$ cat src/rtl/mhu_pkg.sv
package mhu_pkg;
  typedef enum logic [1:0] {
    ST_GATHER = 2'd0,
    ST_SCAN   = 2'd1,
    ST_DRAW   = 2'd2
  } mhu_state_e;
endpackage

$ cat src/rtl/mhu_prob.sv
module mhu_prob #(
  parameter int AW     = 8,
  parameter int CUTOFF = 4,
  localparam int PW    = 2 * AW
) (
  input  logic [AW-1:0] re,
  input  logic [AW-1:0] im,
  output logic [PW-1:0] prob
);
  logic signed [PW-1:0] sq_re;
  logic signed [PW-1:0] sq_im;
  logic        [PW-1:0] mag;

  always_comb begin
    sq_re = $signed(re) * $signed(re);
    sq_im = $signed(im) * $signed(im);
    mag   = $unsigned(sq_re) + $unsigned(sq_im);
    prob  = (mag < PW'(CUTOFF)) ? '0 : mag;
  end
endmodule

$ cat src/rtl/mhu_bin_pack.sv
module mhu_bin_pack #(
  parameter int NQ = 4
) (
  input  logic [NQ-1:0] idx,
  input  logic [NQ-1:0] mask,
  output logic [NQ-1:0] addr
);
  int pos;

  always_comb begin
    addr = '0;
    pos  = 0;
    for (int q = 0; q < NQ; q++) begin
      if (mask[q]) begin
        addr = addr | (NQ'(idx[q]) << pos);
        pos  = pos + 1;
      end
    end
  end
endmodule

$ cat src/rtl/mhu_draw.sv
module mhu_draw #(
  parameter int NQ    = 4,
  parameter int ACC_W = 24,
  parameter int RW    = 16,
  localparam int NB   = 1 << NQ
) (
  input  logic [ACC_W-1:0] cum [NB],
  input  logic [NQ-1:0]    last_bin,
  input  logic [RW-1:0]    rnd,
  output logic [NQ-1:0]    pick
);
  logic [ACC_W-1:0]    total;
  logic [RW+ACC_W-1:0] scaled;
  logic [ACC_W-1:0]    target;

  always_comb begin
    total  = cum[last_bin];
    scaled = (RW+ACC_W)'(rnd) * (RW+ACC_W)'(total);
    target = scaled[RW +: ACC_W];
    pick   = last_bin;
    for (int b = NB - 1; b >= 0; b--) begin
      if ((NQ'(b) <= last_bin) && (cum[b] > target)) pick = NQ'(b);
    end
  end
endmodule

$ cat src/rtl/marginal_hist.sv
module marginal_hist
  import mhu_pkg::*;
#(
  parameter int NQ     = 4,
  parameter int AW     = 8,
  parameter int RW     = 16,
  parameter int GUARD  = 8,
  parameter int CUTOFF = 4,
  localparam int NB    = 1 << NQ,
  localparam int PW    = 2 * AW,
  localparam int ACC_W = PW + GUARD
) (
  input  logic             clk,
  input  logic             rst_n,
  input  logic             amp_valid,
  output logic             amp_ready,
  input  logic [NQ-1:0]    amp_index,
  input  logic [AW-1:0]    amp_re,
  input  logic [AW-1:0]    amp_im,
  input  logic             amp_last,
  input  logic [NQ-1:0]    meas_mask,
  input  logic             samp_valid,
  output logic             samp_ready,
  input  logic [RW-1:0]    samp_rand,
  output logic             res_valid,
  output logic [NQ-1:0]    res_bin,
  input  logic [NQ-1:0]    hist_addr,
  output logic [ACC_W-1:0] hist_data
);
  // reset: asserted asynchronously, released on a clock edge
  logic [1:0] rst_pipe;
  logic       rst_sync_n;

  always_ff @(posedge clk or negedge rst_n) begin
    if (!rst_n) rst_pipe <= 2'b00;
    else        rst_pipe <= {rst_pipe[0], 1'b1};
  end
  assign rst_sync_n = rst_pipe[1];

  mhu_state_e       state_q, state_d;
  logic             fresh_q, fresh_d;
  logic [NQ-1:0]    mask_q, mask_d;
  logic [NQ-1:0]    ptr_q, ptr_d;
  logic [ACC_W-1:0] bin_q [NB];
  logic [ACC_W-1:0] bin_d [NB];
  logic [ACC_W-1:0] cum_q [NB];
  logic [ACC_W-1:0] cum_d [NB];
  logic             res_valid_q, res_valid_d;
  logic [NQ-1:0]    res_bin_q, res_bin_d;

  logic             amp_fire, samp_fire;
  logic [NQ-1:0]    eff_mask, wr_addr, last_bin, pick;
  logic [PW-1:0]    prob;
  logic [ACC_W-1:0] scan_prev;

  function automatic logic [ACC_W-1:0] sat_add(input logic [ACC_W-1:0] a,
                                               input logic [ACC_W-1:0] b);
    logic [ACC_W:0] s;
    s = {1'b0, a} + {1'b0, b};
    return s[ACC_W] ? '1 : s[ACC_W-1:0];
  endfunction

  assign amp_ready  = (state_q != ST_SCAN);
  assign samp_ready = (state_q == ST_DRAW);
  assign amp_fire   = amp_valid & amp_ready;
  assign samp_fire  = samp_valid & samp_ready;
  assign eff_mask   = fresh_q ? meas_mask : mask_q;
  assign last_bin   = NQ'((1 << $countones(mask_q)) - 1);
  assign scan_prev  = (ptr_q == '0) ? '0 : cum_q[ptr_q - 1'b1];
  assign hist_data  = bin_q[hist_addr];
  assign res_valid  = res_valid_q;
  assign res_bin    = res_bin_q;

  mhu_prob #(.AW(AW), .CUTOFF(CUTOFF)) u_prob (
    .re(amp_re), .im(amp_im), .prob(prob)
  );

  mhu_bin_pack #(.NQ(NQ)) u_pack (
    .idx(amp_index), .mask(eff_mask), .addr(wr_addr)
  );

  mhu_draw #(.NQ(NQ), .ACC_W(ACC_W), .RW(RW)) u_draw (
    .cum(cum_q), .last_bin(last_bin), .rnd(samp_rand), .pick(pick)
  );

  always_comb begin
    state_d     = state_q;
    fresh_d     = fresh_q;
    mask_d      = mask_q;
    ptr_d       = ptr_q;
    bin_d       = bin_q;
    cum_d       = cum_q;
    res_valid_d = samp_fire;
    res_bin_d   = samp_fire ? pick : res_bin_q;
    unique case (state_q)
      ST_GATHER, ST_DRAW: begin
        if (amp_fire) begin
          if (fresh_q) begin
            for (int b = 0; b < NB; b++) bin_d[b] = '0;
            mask_d = meas_mask;
          end
          bin_d[wr_addr] = sat_add(fresh_q ? '0 : bin_q[wr_addr], ACC_W'(prob));
          fresh_d = amp_last;
          ptr_d   = '0;
          state_d = amp_last ? ST_SCAN : ST_GATHER;
        end
      end
      ST_SCAN: begin
        cum_d[ptr_q] = sat_add(scan_prev, bin_q[ptr_q]);
        ptr_d        = ptr_q + 1'b1;
        if (ptr_q == NQ'(NB - 1)) state_d = ST_DRAW;
      end
      default: state_d = ST_GATHER;
    endcase
  end

  always_ff @(posedge clk or negedge rst_sync_n) begin
    if (!rst_sync_n) begin
      state_q     <= ST_GATHER;
      fresh_q     <= 1'b1;
      mask_q      <= '0;
      ptr_q       <= '0;
      res_valid_q <= 1'b0;
      res_bin_q   <= '0;
      for (int b = 0; b < NB; b++) begin
        bin_q[b] <= '0;
        cum_q[b] <= '0;
      end
    end else begin
      state_q     <= state_d;
      fresh_q     <= fresh_d;
      mask_q      <= mask_d;
      ptr_q       <= ptr_d;
      res_valid_q <= res_valid_d;
      res_bin_q   <= res_bin_d;
      for (int b = 0; b < NB; b++) begin
        bin_q[b] <= bin_d[b];
        cum_q[b] <= cum_d[b];
      end
    end
  end
endmodule

$ cat config.mk
export PLATFORM = sky130hd
export DESIGN_NAME = marginal_hist
export DESIGN_NICKNAME = d
export VERILOG_FILES = /design/src/rtl/mhu_pkg.sv /design/src/rtl/mhu_prob.sv /design/src/rtl/mhu_bin_pack.sv /design/src/rtl/mhu_draw.sv /design/src/rtl/marginal_hist.sv
export SDC_FILE = /design/constraint.sdc
export NUM_CORES = 2
export LEC_CHECK = 0
export ABC_AREA = 1
export BUFFER_PORTS_ARGS = -buffer_cell sky130_fd_sc_hd__buf_2
export CAP_MARGIN = 40
export CORE_MARGIN = 2
export CORE_UTILIZATION = 46
export DETAILED_ROUTE_END_ITERATION = 6
export PLACE_DENSITY = 0.71
export REMOVE_ABC_BUFFERS = 1
export SYNTH_ARGS = -nofsm -noshare
export SYNTH_HDL_FRONTEND = slang
export SYNTH_SLANG_ARGS = --single-unit
$ cat constraint.sdc
create_clock -name clk -period 55.4 [get_ports clk]
set_clock_uncertainty 0.2 [all_clocks]
set_input_delay 11.08 -clock clk [delete_from_list [all_inputs] [get_ports clk]]
set_output_delay 11.08 -clock clk [all_outputs]
set_load 0.02 [all_outputs]
# After elaboration in Yosys (flattened, before gate mapping)
# Cells that the tools add are included.
# Widths: inputs -> output; s select.
# word_totals
ff_bits	786
word_cells	197
# classes
addsub	11
mul	3
magnitude_cmp	40
n_eq_ne	6
n_shift	4
mux	59
bitwise	10
n_reduce_logical	25
# ops
cell	count
$mux 384	3
$bwmux 384	2
$bmux 24 s4	5
$gt 24x24->1	16
$mux 24	16
$demux 24 s4	2
$shl 1x32->4	3
$mux 4	21
$add 32x2->32 const B	2
$mux 32	2
$mul 16x24->40	1
$le 4x4->1 const A	8
$mul 8x8->16	2
$add 24x16->25	1
$add 24x24->25	1
$ge 5x5->1 const B	5
$not 4->5	5
$logic_and 1x1->1	18
$add 16x16->16	1
$le 3x4->1 const A	4
$lt 16x3->1 const B	1
$mux 16	1
$or 4x4->4	3
$lt 5x1->1 const B	2
23 further kinds	33

# Depth between registers and ports, before layout
# logic_depth
ltp_word	27
depth_mapped	72
depth_no_buf	70

# Modules after synthesis
# Synthesis repeated with hierarchy kept, for this count alone.
# unflattened
cells_unflattened	10351
area_unflattened_um2	74108.6
# by_module_without_submodules
mod	n_inst	cells_each	area_each_um2	seq_area_each_um2
marginal_hist	1	6260	45072.0	19670.1
mhu_draw	1	3408	23939.2	0.0
mhu_prob	1	639	4885.9	0.0
mhu_bin_pack	1	44	211.5	0.0

# Least setup slack after synthesis
# Ideal clock, no wire load.
# synth_path
kind	in2out
from	in hist_addr[1]
to	out hist_data[1]
t_arrival_ns	12.613
t_required_ns	44.120
path_slack_ns	31.507
path_stages	7
path_buffers	3
path_cell_list	clkbuf_1 -> clkbuf_1 -> clkbuf_1 -> o21ai_0 -> a21oi_1 -> o22ai_1 -> o21ai_0
# synth_between
elab_chain_cells	4
# synth_lines
item	line_no	source
start: declaration	marginal_hist.sv:27	input logic [NQ-1:0] hist_addr,
$not 4->5 (not written as such)	marginal_hist.sv:70	assign hist_data = bin_q[hist_addr];
$bmux 24 s4	marginal_hist.sv:70	
$mux 24 (not written as such) (2 in series)	marginal_hist.sv:70	
end: declaration	marginal_hist.sv:28	output logic [ACC_W-1:0] hist_data
# Every way passes these cells. The select of a mux whose other input is x is not followed.

# Final worst setup path
# layout_path
from	in hist_addr[0]
to	out hist_data[5]
# The elaborated chain is that of the path after synthesis.

==> qor.csv <==
stage,metric,value,unit
outcome,result of the run,"complete, no violations",
synth,average cell area after synthesis,7.70,µm²
synth,Yosys reg bits,786,
finish,"leading cell types in the layout, fill and taps excluded","sky130_fd_sc_hd__inv_1, sky130_fd_sc_hd__nand2_1, sky130_fd_sc_hd__o21ai_0, sky130_fd_sc_hd__a21oi_1, sky130_fd_sc_hd__dfrtp_1",
floorplan,Top Ports,80,
sta,part of the cycle the worst path needs,0.453,
critical_path,WP data arrival,13820,ps
synth,async set-or-reset flop fraction in the synthesized netlist,1.00,
critical_path,worst r2r src,mask_q[0],
route,Final ANT Viol Nets,0,
clocking,cell at the root of the clock tree,sky130_fd_sc_hd__clkbuf_16,
clocking,maximum count of clock buffers along a single path,3,
clocking,# resized after CTS,0,
finish,layout cells sized above 1,0.0732,
floorplan,Initial Util,0.464,
global_routing,overall fraction of global-route tracks in use,0.340,
critical_path,FF-to-FF setup slack,40460,ps
placed_design,input/output buffers,79,
route,router iterations before antenna repair,7,
placed_design,final estimated routing congestion in global placement,0.991,
synth,count of flip-flops with a built-in enable after synthesis,0,
sta,Final Max Slew Viols,0,
sta,count of endpoints failing setup in the final report,0,
critical_path,longest individual stage delay on the worst path,770,ps
global_routing,number of global-route vias before repair,68000,
critical_path,first element of the critical path,hist_addr[0],
synth,Synth Cell Area,0.0706,mm²
critical_path,kind of launch point of the worst setup path,primary input,
worst_hold_path,HP Class,flop to asynchronous set/reset pin,
sta,minimum setup slack in the final design,30300,ps
sta,Final Critical Period,25100,ps
route,residual DRC count,0,
clocking,postcts setup bufs,0,
placed_design,dpl cells,10900,
critical_path,worst reg2reg path endpoint,res_bin[0],
critical_path,"Top cell by count, worst path",sky130_fd_sc_hd__o21ai_0,
floorplan,die area,0.157,mm²
critical_path,Crit Path Category,primary input to output pin,
global_routing,antenna violations before repair,11,
global_routing,grt total ovfl,0,
route,routed len/inst,24.5,µm
sta,worst slew margin relative to its limit,0.234,
finish,"most common cell after layout, fill and taps aside",sky130_fd_sc_hd__inv_1,
critical_path,cell breakdown of the critical path,buf_8 -> buf_4 -> o21ai_0 -> a21oi_1 -> o22ai_1 -> o21ai_0 -> buf_2,
synth,Synth cell types,69,
sta,number of hold violations in the final report,0,
clocking,CTS HTree Levels,3,
floorplan,placeable core region,0.152,mm²
critical_path,"critical path fanouts, max",162,
floorplan,Chip Width,396,µm
floorplan,die extent in y,396,µm
synth,sequential element share of the synthesized area,0.279,
sta,worst hold slack,135,ps
clocking,CTS Sinks,786,
sta,setup total negative slack,0,ps
finish,final layout net count,9920,
critical_path,Critical Path RT,44120,ps
route,total number of vias,69200,
floorplan,number of rows in the core area,143,
sta,highest achievable clock rate,0.0398,GHz
critical_path,depth of the worst register-to-register path,64,
route,initial detailed-routing violation count,8824,
sta,Worst Tran Pin Value,1150,ps
critical_path,Slowest cell on crit path,sky130_fd_sc_hd__buf_4,
route,total routed wirelength,271,mm
placed_design,HPWL Detailed,186,mm
clocking,clock-pin slew reported for the worst setup and hold paths after clock tree synthesis,60,ps
clocking,TritonCTS clock tree,yes,
global_routing,wire length of the first global-routing pass,411,mm
sta,unrepaired setup endpoints after global routing,false,
finish,filler-free cell count of the finished design,11000,
synth,count of yosys warnings during synthesis,0,
route,per-cell via count in the routed design,6.28,
global_routing,largest net degree at the start of global routing,163,
job,max-cap violations,0,
placed_design,worst setup slack after placement,30340,ps
synth,Most used DFF post-synth,sky130_fd_sc_hd__dfrtp_1,
clocking,clock network latency to the later pin of the worst-skew pair,770,ps
finish,Layout area overhead,8.33,%
clocking,total CTS buffers,93,
clocking,cts hold-fix bufs,0,
critical_path,kind of capture point of the worst setup path,output pin,
synth,Post-Synthesis Cells,9167,
-- registers in the layout, indices dropped and copies added, names as in the netlist --
register / cells
state_q: 2
fresh_q: 1
cum_q: 384
mask_q: 4
bin_q: 384
ptr_q: 4
res_valid: 1
rst_pipe: 2
res_bin: 4
-- kinds of logic (layout without fill, tap and decap cells) --
family                     Yosys count  in the layout  synth area share
AOI/OAI and AO/OA                 3034           3034             0.253
and+or+nand+nor                   2330           2330             0.135
DFF                                786            786             0.279
xor gates and xnor gates            89             89            0.0110
other                                1              5         0.0000532
muxes                                9              9           0.00144
buffers and inverters             1967           1797             0.107
adders and majority gates          951            951             0.214
-- cells in the mapped netlist, types with 43 or more instances --
cell / n / area (µm²)
sky130_fd_sc_hd__inv_1: 1317 / 4940
sky130_fd_sc_hd__a21oi_1: 910 / 4550
sky130_fd_sc_hd__o22ai_1: 311 / 1950
sky130_fd_sc_hd__o22ai_2: 100 / 1250
sky130_fd_sc_hd__xor2_1: 46 / 403
sky130_fd_sc_hd__buf_2: 46 / 230
sky130_fd_sc_hd__a311oi_1: 47 / 412
sky130_fd_sc_hd__clkbuf_1: 490 / 1840
sky130_fd_sc_hd__buf_1: 66 / 248
sky130_fd_sc_hd__a31oi_1: 81 / 507
sky130_fd_sc_hd__ha_1: 526 / 6580
sky130_fd_sc_hd__nor2_1: 592 / 2220
sky130_fd_sc_hd__nand2_1: 1293 / 4850
sky130_fd_sc_hd__o211ai_1: 75 / 563
sky130_fd_sc_hd__nand3_1: 319 / 1600
sky130_fd_sc_hd__o21ai_0: 1167 / 5840
sky130_fd_sc_hd__o221ai_1: 89 / 780
sky130_fd_sc_hd__dfrtp_1: 785 / 19600
sky130_fd_sc_hd__fa_1: 425 / 8510
sky130_fd_sc_hd__xnor2_1: 43 / 377
-- stage by stage --
stage | area (µm²) | util
CTS | 76400 | 0.502
floorplan | 68100 | -
finish | 76400 | 0.503
global route | 76400 | 0.502
global placement | 72500 | 0.477
detailed placement | 73100 | 0.481
-- critical path: cells and delay by family --
kind / cells / cell delay, ps
buffers and inverters: 3 / 1610
AO/OA/AOI/OAI: 4 / 1030
-- per-layer routing --
metal,track usage,vias to the layer above,part of all wire
met4,0.243,12,0.088
met1,0.413,32900,0.36
met2,0.528,4464,0.44
li1,-,30500,-
met5,0,-,0.00030
met3,0.0836,1326,0.12
-- final cells by class --
type | count | area [µm²]
multi-input cells | 6414 | 43600
flip-flops and latches | 786 | 19700
diodes | 4 | 10.0
repair buffers | 276 | 2220
fillers | 14500 | 75700
clock inverters | 31 | 503
well taps | 2030 | 2540
inverters | 1349 | 5070
clock buffers | 141 | 2780
-- how the worst max path moves through the flow --
stage	slack (ps)	cells after the start	to
after floorplan	30880	33	cum_q[170]
after global placement	30340	7	hist_data[5]
after detailed placement	30340	7	hist_data[5]
after CTS	30320	7	hist_data[5]
after global routing	30060	7	hist_data[5]
final	30300	7	hist_data[5]
Power is left out: the tool's default activity adds up to more than one toggle a clock period on the data nets, which glitch-free logic cannot reach.
